File: config.mk
export PLATFORM = sky130hd
export DESIGN_NAME = spi_master_core
export DESIGN_NICKNAME = d
export VERILOG_FILES = /design/src/rtl/spi_pkg.sv /design/src/rtl/spi_ctrl.sv /design/src/rtl/spi_datapath.sv /design/src/rtl/spi_master_core.sv
export SDC_FILE = /design/constraint.sdc
export NUM_CORES = 1
export LEC_CHECK = 0
export BUFFER_PORTS_ARGS = -buffer_cell sky130_fd_sc_hd__buf_2
export CAP_MARGIN = 15
export CORE_UTILIZATION = 52
export DETAILED_ROUTE_END_ITERATION = 16
export PLACE_DENSITY = 0.72
export SYNTH_ARGS = -nofsm -noshare
export SYNTH_HDL_FRONTEND = slang
export SYNTH_SLANG_ARGS = --single-unit
File: constraint.sdc
create_clock -name clk -period 2.55 [get_ports clk]
set_input_delay 0.1275 -clock clk [delete_from_list [all_inputs] [get_ports clk]]
set_output_delay 0.1275 -clock clk [all_outputs]
set_load 0.005 [all_outputs]
File: src/rtl/spi_pkg.sv
package spi_pkg;
  // strobes from the sequencer to the shifter datapath
  typedef struct packed {
    logic load;      // move transmit buffer into shifter
    logic shiftOut;  // advance the outgoing bit
    logic capture;   // sample the incoming bit
    logic finish;    // deposit received character
  } spi_strobe_t;
endpackage

File: src/rtl/spi_ctrl.sv
module spi_ctrl
  import spi_pkg::*;
#(
  parameter int DATA_W = 8,
  parameter int DIV_W  = 16
) (
  input  logic             clk,
  input  logic             rstN,
  input  logic             softRst,
  input  logic             cfgPolarity,
  input  logic             cfgPhase,
  input  logic             cfgSevenBit,
  input  logic [1:0]       cfgPinMode,
  input  logic             cfgSelDrive,
  input  logic [DIV_W-1:0] cfgDivider,
  input  logic             steIn,
  input  logic             txPending,
  output spi_strobe_t      strobe,
  output logic             sclk,
  output logic             steOut,
  output logic             steOe,
  output logic             busy,
  output logic             conflict
);
  localparam int EDGE_W = $clog2(2 * DATA_W + 1);

  typedef enum logic [1:0] {ST_IDLE, ST_SHIFT, ST_DONE} state_t;

  state_t            state;
  logic [DIV_W-1:0]  baudCnt, divEff;
  logic [EDGE_W-1:0] edgeCnt, nextEdge, lastEdge;
  logic              tick, leading, fourPin, activeLvl, steSeen, conflictReg, sclkReg;

  assign divEff   = (cfgDivider == '0) ? DIV_W'(1) : cfgDivider;
  assign lastEdge = cfgSevenBit ? EDGE_W'(2 * (DATA_W - 1)) : EDGE_W'(2 * DATA_W);
  assign nextEdge = EDGE_W'(edgeCnt + 1'b1);
  assign leading  = nextEdge[0];
  assign tick     = (state == ST_SHIFT) && (baudCnt == DIV_W'(divEff - 1'b1));

  assign fourPin   = (cfgPinMode == 2'b01) || (cfgPinMode == 2'b10);
  assign activeLvl = (cfgPinMode == 2'b01);
  assign steSeen   = fourPin && !cfgSelDrive && (steIn == activeLvl);

  assign strobe.load     = (state == ST_IDLE) && txPending && !conflictReg && !steSeen && !softRst;
  assign strobe.capture  = tick && (cfgPhase ? !leading : leading);
  assign strobe.shiftOut = tick && (cfgPhase ? (leading && nextEdge != EDGE_W'(1))
                                             : (!leading && nextEdge != lastEdge));
  assign strobe.finish   = (state == ST_DONE);

  always_ff @(posedge clk or negedge rstN) begin
    if (!rstN) begin
      state       <= ST_IDLE;
      baudCnt     <= '0;
      edgeCnt     <= '0;
      sclkReg     <= 1'b0;
      conflictReg <= 1'b0;
    end else if (softRst) begin
      state       <= ST_IDLE;
      baudCnt     <= '0;
      edgeCnt     <= '0;
      sclkReg     <= cfgPolarity;
      conflictReg <= 1'b0;
    end else begin
      if (steSeen) conflictReg <= 1'b1;
      case (state)
        ST_IDLE: begin
          sclkReg <= cfgPolarity;
          baudCnt <= '0;
          edgeCnt <= '0;
          if (strobe.load) state <= ST_SHIFT;
        end
        ST_SHIFT: begin
          if (tick) begin
            baudCnt <= '0;
            edgeCnt <= nextEdge;
            sclkReg <= ~sclkReg;
            if (nextEdge == lastEdge) state <= ST_DONE;
          end else begin
            baudCnt <= baudCnt + 1'b1;
          end
        end
        default: state <= ST_IDLE;
      endcase
    end
  end

  assign sclk     = sclkReg;
  assign busy     = (state != ST_IDLE);
  assign conflict = conflictReg;
  assign steOe    = fourPin && cfgSelDrive;
  assign steOut   = steOe && (busy ? activeLvl : !activeLvl);


  idle_level_chk: assert property (@(posedge clk) disable iff (!rstN)
    (state == ST_IDLE && $past(state == ST_IDLE) && $past(rstN) && $stable(cfgPolarity))
      |-> sclk == cfgPolarity);


  conflict_hold_chk: assert property (@(posedge clk) disable iff (!rstN)
    (state == ST_IDLE && conflictReg && !softRst) |=> state == ST_IDLE);


  edge_bound_chk: assert property (@(posedge clk) disable iff (!rstN)
    (state == ST_SHIFT) |-> edgeCnt < lastEdge);
endmodule

File: src/rtl/spi_datapath.sv
module spi_datapath
  import spi_pkg::*;
#(
  parameter int DATA_W = 8
) (
  input  logic              clk,
  input  logic              rstN,
  input  logic              softRst,
  input  spi_strobe_t       strobe,
  input  logic              cfgMsbFirst,
  input  logic              cfgSevenBit,
  input  logic              cfgListen,
  input  logic              txWrite,
  input  logic [DATA_W-1:0] txData,
  input  logic              rxRead,
  input  logic              miso,
  output logic              mosi,
  output logic [DATA_W-1:0] rxData,
  output logic              txPending,
  output logic              txEmpty,
  output logic              rxFull,
  output logic              overrun
);
  localparam logic [DATA_W-1:0] SHORT_MASK = {1'b0, {(DATA_W-1){1'b1}}};

  logic [DATA_W-1:0] txBuf, txShift, rxShift, rxBuf;
  logic              txFull, rxFullReg, overrunReg, rxBit;

  assign mosi  = cfgMsbFirst ? (cfgSevenBit ? txShift[DATA_W-2] : txShift[DATA_W-1])
                             : txShift[0];
  assign rxBit = cfgListen ? mosi : miso;

  always_ff @(posedge clk or negedge rstN) begin
    if (!rstN) begin
      txBuf      <= '0;
      txShift    <= '0;
      rxShift    <= '0;
      rxBuf      <= '0;
      txFull     <= 1'b0;
      rxFullReg  <= 1'b0;
      overrunReg <= 1'b0;
    end else if (softRst) begin
      txShift    <= '0;
      rxShift    <= '0;
      rxBuf      <= '0;
      txFull     <= 1'b0;
      rxFullReg  <= 1'b0;
      overrunReg <= 1'b0;
    end else begin
      if (txWrite) begin
        txBuf  <= txData;
        txFull <= 1'b1;
      end else if (strobe.load) begin
        txFull <= 1'b0;
      end
      if (strobe.load) txShift <= txBuf;
      else if (strobe.shiftOut)
        txShift <= cfgMsbFirst ? (txShift << 1) : (txShift >> 1);
      if (strobe.capture) begin
        if (cfgMsbFirst)      rxShift <= {rxShift[DATA_W-2:0], rxBit};
        else if (cfgSevenBit) rxShift <= {1'b0, rxBit, rxShift[DATA_W-2:1]};
        else                  rxShift <= {rxBit, rxShift[DATA_W-1:1]};
      end
      if (rxRead) begin
        rxFullReg  <= 1'b0;
        overrunReg <= 1'b0;
      end
      if (strobe.finish) begin
        rxBuf     <= cfgSevenBit ? (rxShift & SHORT_MASK) : rxShift;
        rxFullReg <= 1'b1;
        if (rxFullReg && !rxRead) overrunReg <= 1'b1;
      end
    end
  end

  assign rxData    = rxBuf;
  assign txPending = txFull;
  assign txEmpty   = !txFull;
  assign rxFull    = rxFullReg;
  assign overrun   = overrunReg;


  tx_fill_chk: assert property (@(posedge clk) disable iff (!rstN)
    $fell(txEmpty) |-> $past(txWrite));


  rx_clear_chk: assert property (@(posedge clk) disable iff (!rstN)
    $fell(rxFull) |-> $past(rxRead || softRst));


  overrun_set_chk: assert property (@(posedge clk) disable iff (!rstN)
    $rose(overrun) |-> $past(rxFull && strobe.finish));
endmodule

File: src/rtl/spi_master_core.sv
module spi_master_core
  import spi_pkg::*;
#(
  parameter int DATA_W = 8,
  parameter int DIV_W  = 16
) (
  input  logic              clk,
  input  logic              rstN,
  input  logic              cfgSoftRst,
  input  logic              cfgPolarity,
  input  logic              cfgPhase,
  input  logic              cfgMsbFirst,
  input  logic              cfgSevenBit,
  input  logic [1:0]        cfgPinMode,
  input  logic              cfgSelDrive,
  input  logic              cfgListen,
  input  logic [DIV_W-1:0]  cfgDivider,
  input  logic              txWrite,
  input  logic [DATA_W-1:0] txData,
  input  logic              rxRead,
  output logic [DATA_W-1:0] rxData,
  output logic              sclk,
  output logic              mosi,
  input  logic              miso,
  input  logic              steIn,
  output logic              steOut,
  output logic              steOe,
  output logic              busy,
  output logic              txEmpty,
  output logic              rxFull,
  output logic              overrun,
  output logic              conflict
);
  spi_strobe_t strobe;
  logic        txPending;

  spi_ctrl #(.DATA_W(DATA_W), .DIV_W(DIV_W)) i_ctrl (
    .clk(clk), .rstN(rstN), .softRst(cfgSoftRst),
    .cfgPolarity(cfgPolarity), .cfgPhase(cfgPhase), .cfgSevenBit(cfgSevenBit),
    .cfgPinMode(cfgPinMode), .cfgSelDrive(cfgSelDrive), .cfgDivider(cfgDivider),
    .steIn(steIn), .txPending(txPending), .strobe(strobe),
    .sclk(sclk), .steOut(steOut), .steOe(steOe), .busy(busy), .conflict(conflict)
  );

  spi_datapath #(.DATA_W(DATA_W)) i_datapath (
    .clk(clk), .rstN(rstN), .softRst(cfgSoftRst), .strobe(strobe),
    .cfgMsbFirst(cfgMsbFirst), .cfgSevenBit(cfgSevenBit), .cfgListen(cfgListen),
    .txWrite(txWrite), .txData(txData), .rxRead(rxRead), .miso(miso),
    .mosi(mosi), .rxData(rxData), .txPending(txPending), .txEmpty(txEmpty),
    .rxFull(rxFull), .overrun(overrun)
  );
endmodule

==> results of run 1 <==
## cell usage after synthesis, types with 6 or more instances
| cell type | instances |
|---|---|
| sky130_fd_sc_hd__dfrtp_1 | 60 |
| sky130_fd_sc_hd__nand2_1 | 50 |
| sky130_fd_sc_hd__nor2_1 | 37 |
| sky130_fd_sc_hd__mux2i_1 | 20 |
| sky130_fd_sc_hd__a21oi_1 | 18 |
| sky130_fd_sc_hd__xnor2_1 | 18 |
| sky130_fd_sc_hd__nor2b_1 | 16 |
| sky130_fd_sc_hd__xor2_1 | 16 |
| sky130_fd_sc_hd__mux2_2 | 15 |
| sky130_fd_sc_hd__clkbuf_1 | 13 |
| sky130_fd_sc_hd__o21ai_0 | 13 |
| sky130_fd_sc_hd__nand3_1 | 12 |
| sky130_fd_sc_hd__inv_1 | 9 |
| sky130_fd_sc_hd__nand2b_1 | 8 |
| sky130_fd_sc_hd__nor3_1 | 8 |
| sky130_fd_sc_hd__mux2_4 | 7 |
| sky130_fd_sc_hd__nand4_1 | 6 |
## registers in the layout, indices dropped and copies added, names as in the netlist
signal,count
i_ctrl.conflict,1
i_ctrl.state,2
i_datapath.rxData,8
i_datapath.txPending,1
i_datapath.txShift,8
i_datapath.rxFull,1
i_ctrl.baudCnt,16
i_datapath.txBuf,8
i_ctrl.sclk,1
i_ctrl.edgeCnt,5
i_datapath.overrun,1
i_datapath.rxShift,8
## per-stage QoR
stage / util (%) / hold WS (ns) / std cells
2_1_floorplan: - / -0.168 / 424
5_1_grt: 70.2 / 0.0283 / 631
3_5_place_dp: 64.2 / 0.166 / 605
3_3_place_gp: 64.2 / 0.157 / 605
4_1_cts: 69.2 / 0.0143 / 628
6_report: 70.2 / 0.0326 / 631
## routing by layer
layer / track usage, % / vias up / share of wire (%)
met5: 0 / - / 0
met4: 10.4 / 0 / 1.6
met3: 2.77 / 14 / 3.0
met2: 46.8 / 79 / 51
met1: 35.5 / 1724 / 45
li1: - / 1716 / -
## layout by cell type, fill, tap and decap left out, drive strengths merged, types with 10 or more instances in the layout
cell type,Yosys,routed
a21oi,19,19
buf,9,112
clkbuf,13,12
dfrtp,60,60
mux2,22,22
mux2i,20,20
nand2,51,51
nand3,12,12
nor2,37,37
nor2b,16,16
nor3,12,12
nor4,10,10
o21ai,15,15
xnor2,18,18
xor2,16,16
## where the power goes
part,internal [mW],switching (mW)
registers,0.993,0.0255
clock network,0.502,0.357
logic,0.181,0.201
total,1.68,0.583
## timing repair
| action | 4_1_cts | 5_1_grt |
|---|---|---|
| setup endpoints to repair | 40 | 40 |
| resized for setup | 29 | 11 |
| endpoints found under the hold margin | 26 | 0 |
| buffers inserted | 6 | 4 |
| hold buffers | 2 | 0 |
| pin swaps | 9 | 11 |
## kinds of logic after synthesis
kind of cell    count (synthesis)
fa+ha+maj                       5
compound gates                 64
buf+inv                        31
simple gates                  188
xor+xnor                       34
flops                          60
mux                            42
## layout make-up
cell class                 count  share of cell area (%)
clock buffer                  12                    3.03
clock inverter                 4                   0.929
inverter                       9                   0.660
multi-input combinational    333                    48.2
sequential                    60                    29.3
tap                           99                    2.42
timing repair buffer         114                    15.4
## worst max path at each step
| stage | startpoint | to | slack, ns | cells after the start |
|---|---|---|---|---|
| final | cfgDivider[12] | i_datapath.rxShift[7]$_DFFE_PN0P_ | -0.44 | 14 |
| after global routing | cfgDivider[12] | i_datapath.rxShift[7]$_DFFE_PN0P_ | -0.54 | 14 |
| after CTS | cfgDivider[5] | i_datapath.rxShift[7]$_DFFE_PN0P_ | -0.40 | 14 |
| after floorplan | cfgDivider[9] | i_datapath.rxShift[1]$_DFFE_PN0P_ | -0.90 | 14 |
| after global placement | cfgDivider[12] | i_datapath.rxShift[2]$_DFFE_PN0P_ | -0.80 | 14 |
| after detailed placement | cfgDivider[12] | i_datapath.rxShift[7]$_DFFE_PN0P_ | -0.87 | 14 |
==> flow_summary.yaml, run 1 <==
setup_path:
  series_of_cell_instances_along_the_critical_path: "buf_6 -> or4_4 -> nor4_4 -> a21oi_2 -> ha_4 -> a22oi_2 -> o211ai_1 -> o21bai_1 -> a221o_1 -> nor4_2 -> nand2b_2 -> nor3_4 -> buf_12 -> mux2_4"
  cp_data_required_time_ns: 2.76
  cp.buffers_inverters: 2
  reg2regPathDepth: 9
  timing.critical_path.slowest_cell_delay_ns: 0.55
  critPathCaptureType: "register"
  crit-reg2reg-launch: "i_ctrl.baudCnt[12]$_DFFE_PN0P_"
  cp_slowest_cell: "sky130_fd_sc_hd__or4_4"
  critical-path-top-delay-family: "simple AND/OR/NAND/NOR gates"
  worst-setup-path-type: "primary input to register"
  reg_to_reg_critical_path_endpoint: "i_datapath.txShift[4]$_DFFE_PN0P_"
  critPathArrivalTime_ns: 3.20
  timing.critical_path.from_type: "primary input"
  critical_path.max_fanout: 8
  setup_slack_of_the_most_critical_reg_to_reg_path_ns: -0.01
sta:
  period_share_pct: 117
  timing.final.ws_setup_ns: -0.442
  worstMarginPinSlew_ns: 0.863
  worst_slew_margin_rel_pct: 41.9
  timing.clock.skew_ns: 0.0127
  finalWorstPathRequiredPeriod_ns: 2.99
  finalSetupTns_ns: -11.70
  grt_setup_unrepaired: "true"
  final_hold_vios: 0
  report.final.slew_viol_count: 0
  final_number_of_setup_violating_endpoints: 40
  max_frequency_mhz: 334
cells_and_area:
  design_area_mm2: 0.00512
  area_growth_pct: 29.2
  final_layout_size_suffix_gt1_share_pct: 35.9
  final_net_count: 571
  n_fill_cell: 585
  insertedDiodeCount: 0
  multi_input_comb_area_mm2: 0.00247
  regArea_mm2: 0.00150
power:
  powerDensity_mw_per_mm2: 441
  totalPowerFinal_mw: 2.26
  cellLeakagePower_nw: 2.27
  worst_ir_drop_vdd_mv: 0.375
logic_synthesis:
  synth_flop_cell: "sky130_fd_sc_hd__dfrtp_1"
  syn_area_mm2: 0.00396
  synth-edff-count: 0
  muxShareOfSynthArea_pct: 12.0
  synth_largest_type_area_fraction_pct: 37.9
  synth_sequential_area_ratio_pct: 37.9
  synth.top_cells.by_area: "sky130_fd_sc_hd__dfrtp_1 (38%), sky130_fd_sc_hd__mux2i_1 (5.1%), sky130_fd_sc_hd__nand2_1 (4.7%)"
  syn_nets: 468
  synth_compound_gate_area_share_pct: 10.5
  post_synth_inst_count: 424
  yosys_warnings: 0
  synth_fa_ha_area_share_pct: 1.58
  ys_async_sr_fraction_pct: 100
  synth.largest_area_cell: "sky130_fd_sc_hd__dfrtp_1"
  postSynthRegisterBits: 60
  synth_simple_gate_area_share_pct: 26.8
  synth_area_per_cell_um2: 9.34
  synth.distinct_cells: 61
  synth_top_family_by_area: "simple AND/OR/NAND/NOR gates"
  synth-xor-area-share_pct: 7.52
cts:
  cts_buffers: 9
  clock_tree.buffer_depth: 2
  clk_pin_slew_worst_paths_ns: 0.07
  cts_tree: "done"
  clock_latency_ns: 0.33
  clk_root_buffer_cell: "sky130_fd_sc_hd__clkbuf_8"
  cts_sinks: 60
  h-tree-depth: 3
floorplan:
  initial_utilization_pct: 54.3
  die_width_um: 89.3
  die_y_um: 89.3
  floorplan.io_pins: 56
  design.core.area_mm2: 0.00729
  floorplan.rows: 31
  dieArea_mm2: 0.00797
detailed_routing:
  post-route-drc-count: 0
  drt-wirelength-per-cell_um: 15.8
  detailroute.via_count: 3533
  vias_per_inst: 5.60
  drt_pre_antenna_iters: 4
  antenna_violating_nets_post_route: 0
  routed_wl_um: 9940
  detailedRoute.firstIterationViolations: 178
flow_run:
  timing.max_cap.violations: 0
hold_path:
  hp-class: "primary input to register"
  hold_path_end: "i_datapath.txBuf[4]$_DFFE_PN0P_"
  worstHoldPathCells: 2
  holdCritStartpoint: "txData[4]"
grt:
  antenna_found_initial: 0
  grt_overflow: 0
  first_pass_grt_wire_length_um: 16500
  vias_in_the_first_global_route: 3614
  grt_max_degree: 28
  gr-usage-all-layers_pct: 27.2
placed_design:
  detailed_place.area_mm2: 0.00468
  finalWeightedCongestion: 0.898
  pre_cts_ws_ns: -0.873
  dpl.hpwl_um: 7410
  place.port_buffers: 55
status:
  failed_checks: "negative setup slack"
  outcome: "finished with violations"
Note: power is estimated with default switching activity, not from simulation.
==> inputs of run 2 (changes only) <==
--- a/config.mk
+++ b/config.mk
@@ -7,9 +7,10 @@
 export LEC_CHECK = 0
 export BUFFER_PORTS_ARGS = -buffer_cell sky130_fd_sc_hd__buf_2
 export CAP_MARGIN = 15
-export CORE_UTILIZATION = 52
+export CORE_ASPECT_RATIO = 1.5
+export CORE_UTILIZATION = 45
 export DETAILED_ROUTE_END_ITERATION = 16
-export PLACE_DENSITY = 0.72
+export PLACE_DENSITY = 0.64
 export SYNTH_ARGS = -nofsm -noshare
 export SYNTH_HDL_FRONTEND = slang
 export SYNTH_SLANG_ARGS = --single-unit
==> flow_summary.yaml, run 2 (synthesis results as in run 1) <==
cells_and_area:
  final_util_pct: 61.3
  area_growth_pct: 31.0
  top_register: "i_ctrl.baudCnt"
  final_layout_size_suffix_gt1_share_pct: 35.2
  final_net_count: 567
  multi_input_comb_area_mm2: 0.00245
  n_fill_cell: 759
  largest_register_ff_count: 16
  design_area_mm2: 0.00519
  final-instance-count-excl-fill: 635
  regArea_mm2: 0.00150
  insertedDiodeCount: 0
  layout.cells.most_common: "sky130_fd_sc_hd__dfrtp_1"
  mostFrequentLayoutCells: "sky130_fd_sc_hd__dfrtp_1 (60), sky130_fd_sc_hd__buf_2 (54), sky130_fd_sc_hd__nand2_1 (49), sky130_fd_sc_hd__buf_4 (46), sky130_fd_sc_hd__nor2_1 (36)"
sta:
  finalSetupTns_ns: -11.87
  finalWorstPathRequiredPeriod_ns: 3.01
  worstMarginPinSlew_ns: 0.984
  worst_slew_margin_rel_pct: 33.8
  timing.clock.skew_ns: 0.00623
  timing.hold.ws_ns: 0.0234
  max_frequency_mhz: 332
  report.final.slew_viol_count: 0
  grt_setup_unrepaired: "true"
  final_hold_vios: 0
  timing.final.ws_setup_ns: -0.458
  final_number_of_setup_violating_endpoints: 40
  period_share_pct: 118
grt:
  antenna_found_initial: 0
  vias_in_the_first_global_route: 3485
  grt_overflow: 0
  grt_max_degree: 61
  gr-usage-all-layers_pct: 22.0
  first_pass_grt_wire_length_um: 15600
setup_path:
  setup_slack_of_the_most_critical_reg_to_reg_path_ns: -0.02
  critical_path.max_fanout: 8
  critPathCaptureType: "register"
  timing.critical_path.from_type: "primary input"
  reg2regPathDepth: 8
  crit-reg2reg-launch: "i_ctrl.baudCnt[12]$_DFFE_PN0P_"
  cp_data_required_time_ns: 2.76
  critPathArrivalTime_ns: 3.22
  reg_to_reg_critical_path_endpoint: "i_datapath.rxShift[4]$_DFFE_PN0P_"
  worst-setup-path-type: "primary input to register"
status:
  failed_checks: "negative setup slack"
  outcome: "finished with violations"
cts:
  clk_root_buffer_cell: "sky130_fd_sc_hd__clkbuf_16"
  clock_tree.buffer_depth: 2
  clk_pin_slew_worst_paths_ns: 0.05
  cts_tree: "done"
  clock_latency_ns: 0.33
  cts_sinks: 60
  h-tree-depth: 3
  cts_buffers: 9
power:
  pwr-share-comb_pct: 13.4
  totalPowerFinal_mw: 2.69
  cellInternalPower_mw: 2.05
  power.net_switching_mw: 0.648
  powerDensity_mw_per_mm2: 519
  cellLeakagePower_nw: 2.29
  power_frac_clock_pct: 48.8
  power.switching_fraction_pct: 24.0
  power_frac_seq_pct: 37.8
  worst_ir_drop_vdd_mv: 0.573
detailed_routing:
  drt-wirelength-per-cell_um: 14.9
  detailedRoute.firstIterationViolations: 81
  drt_pre_antenna_iters: 4
  post-route-drc-count: 0
  routed_wl_um: 9460
  vias_per_inst: 5.44
  detailroute.via_count: 3455
  antenna_violating_nets_post_route: 0
floorplan:
  floorplan.rows: 41
  design.core.area_mm2: 0.00846
  initial_utilization_pct: 46.8
  die_y_um: 117
  dieArea_mm2: 0.00919
  floorplan.io_pins: 56
  die_width_um: 78.6
placed_design:
  dp.cells: 612
  dpl.hpwl_um: 7110
  pre_cts_ws_ns: -0.964
  detailed_place.area_mm2: 0.00468
  place.port_buffers: 55
  finalWeightedCongestion: 0.853
flow_run:
  timing.max_cap.violations: 0
hold_path:
  hp-class: "primary input to register"
  hold_path_end: "i_datapath.txBuf[6]$_DFFE_PN0P_"
  worstHoldPathCells: 2
  holdCritStartpoint: "txData[6]"
-- run 2: power by group through the flow --
stage	Combinational, mW	Sequential, mW	Clock, mW
6_report	0.361	1.02	1.32
5_1_grt	0.397	1.02	1.37
4_1_cts	0.360	1.02	1.34
3_5_place_dp	0.342	1.03	0
3_3_place_gp	0.332	1.03	0
2_1_floorplan	0.193	1.03	0
-- run 2: layout make-up --
| class | count | share of cell area [%] |
|---|---|---|
| clock inverters | 6 | 1.66 |
| clock buffers | 10 | 4.61 |
| inverters | 9 | 0.651 |
| flip-flops and latches | 60 | 28.9 |
| multi-input cells | 333 | 47.2 |
| repair buffers | 110 | 14.3 |
| well taps | 107 | 2.58 |
-- run 2: worst max-delay path, stage by stage --
cell,delay [ns]
sky130_fd_sc_hd__buf_6,0.09
sky130_fd_sc_hd__or4_4,0.55
sky130_fd_sc_hd__nor4_4,0.33
sky130_fd_sc_hd__a21oi_1,0.12
sky130_fd_sc_hd__ha_2,0.31
sky130_fd_sc_hd__a22oi_2,0.12
sky130_fd_sc_hd__o211ai_1,0.12
sky130_fd_sc_hd__o21bai_1,0.18
sky130_fd_sc_hd__a221o_1,0.28
sky130_fd_sc_hd__nor4_2,0.16
sky130_fd_sc_hd__nand2b_2,0.14
sky130_fd_sc_hd__nor3_4,0.22
sky130_fd_sc_hd__buf_12,0.16
sky130_fd_sc_hd__mux2_4,0.30
-- run 2: layer usage --
layer	vias to the layer above	track usage, %	wire length (um)
met5	-	0	0
met4	0	11.4	294
met3	21	4.88	243
met2	56	41.5	5220
met1	1668	22.6	3700
li1	1710	-	-
-- run 2: worst max-delay path by stage --
stage,cells past startpoint,from,endpoint,slack (ns)
after global placement,14,cfgDivider[12],i_datapath.rxShift[3]$_DFFE_PN0P_,-0.90
after detailed placement,14,cfgDivider[12],i_datapath.rxShift[4]$_DFFE_PN0P_,-0.96
after floorplan,14,cfgDivider[9],i_datapath.rxShift[1]$_DFFE_PN0P_,-0.90
final,14,cfgDivider[9],i_datapath.rxShift[4]$_DFFE_PN0P_,-0.46
after global routing,14,cfgDivider[9],i_datapath.rxShift[2]$_DFFE_PN0P_,-0.69
after CTS,14,cfgDivider[9],i_datapath.rxShift[4]$_DFFE_PN0P_,-0.48
-- run 2: repair_timing --
item	CTS	global route
setup buffers	4	1
hold endpoints to repair	61	0
endpoints found under the setup margin	40	40
pin swaps	13	5
resized for setup	26	8
hold buffers	2	0
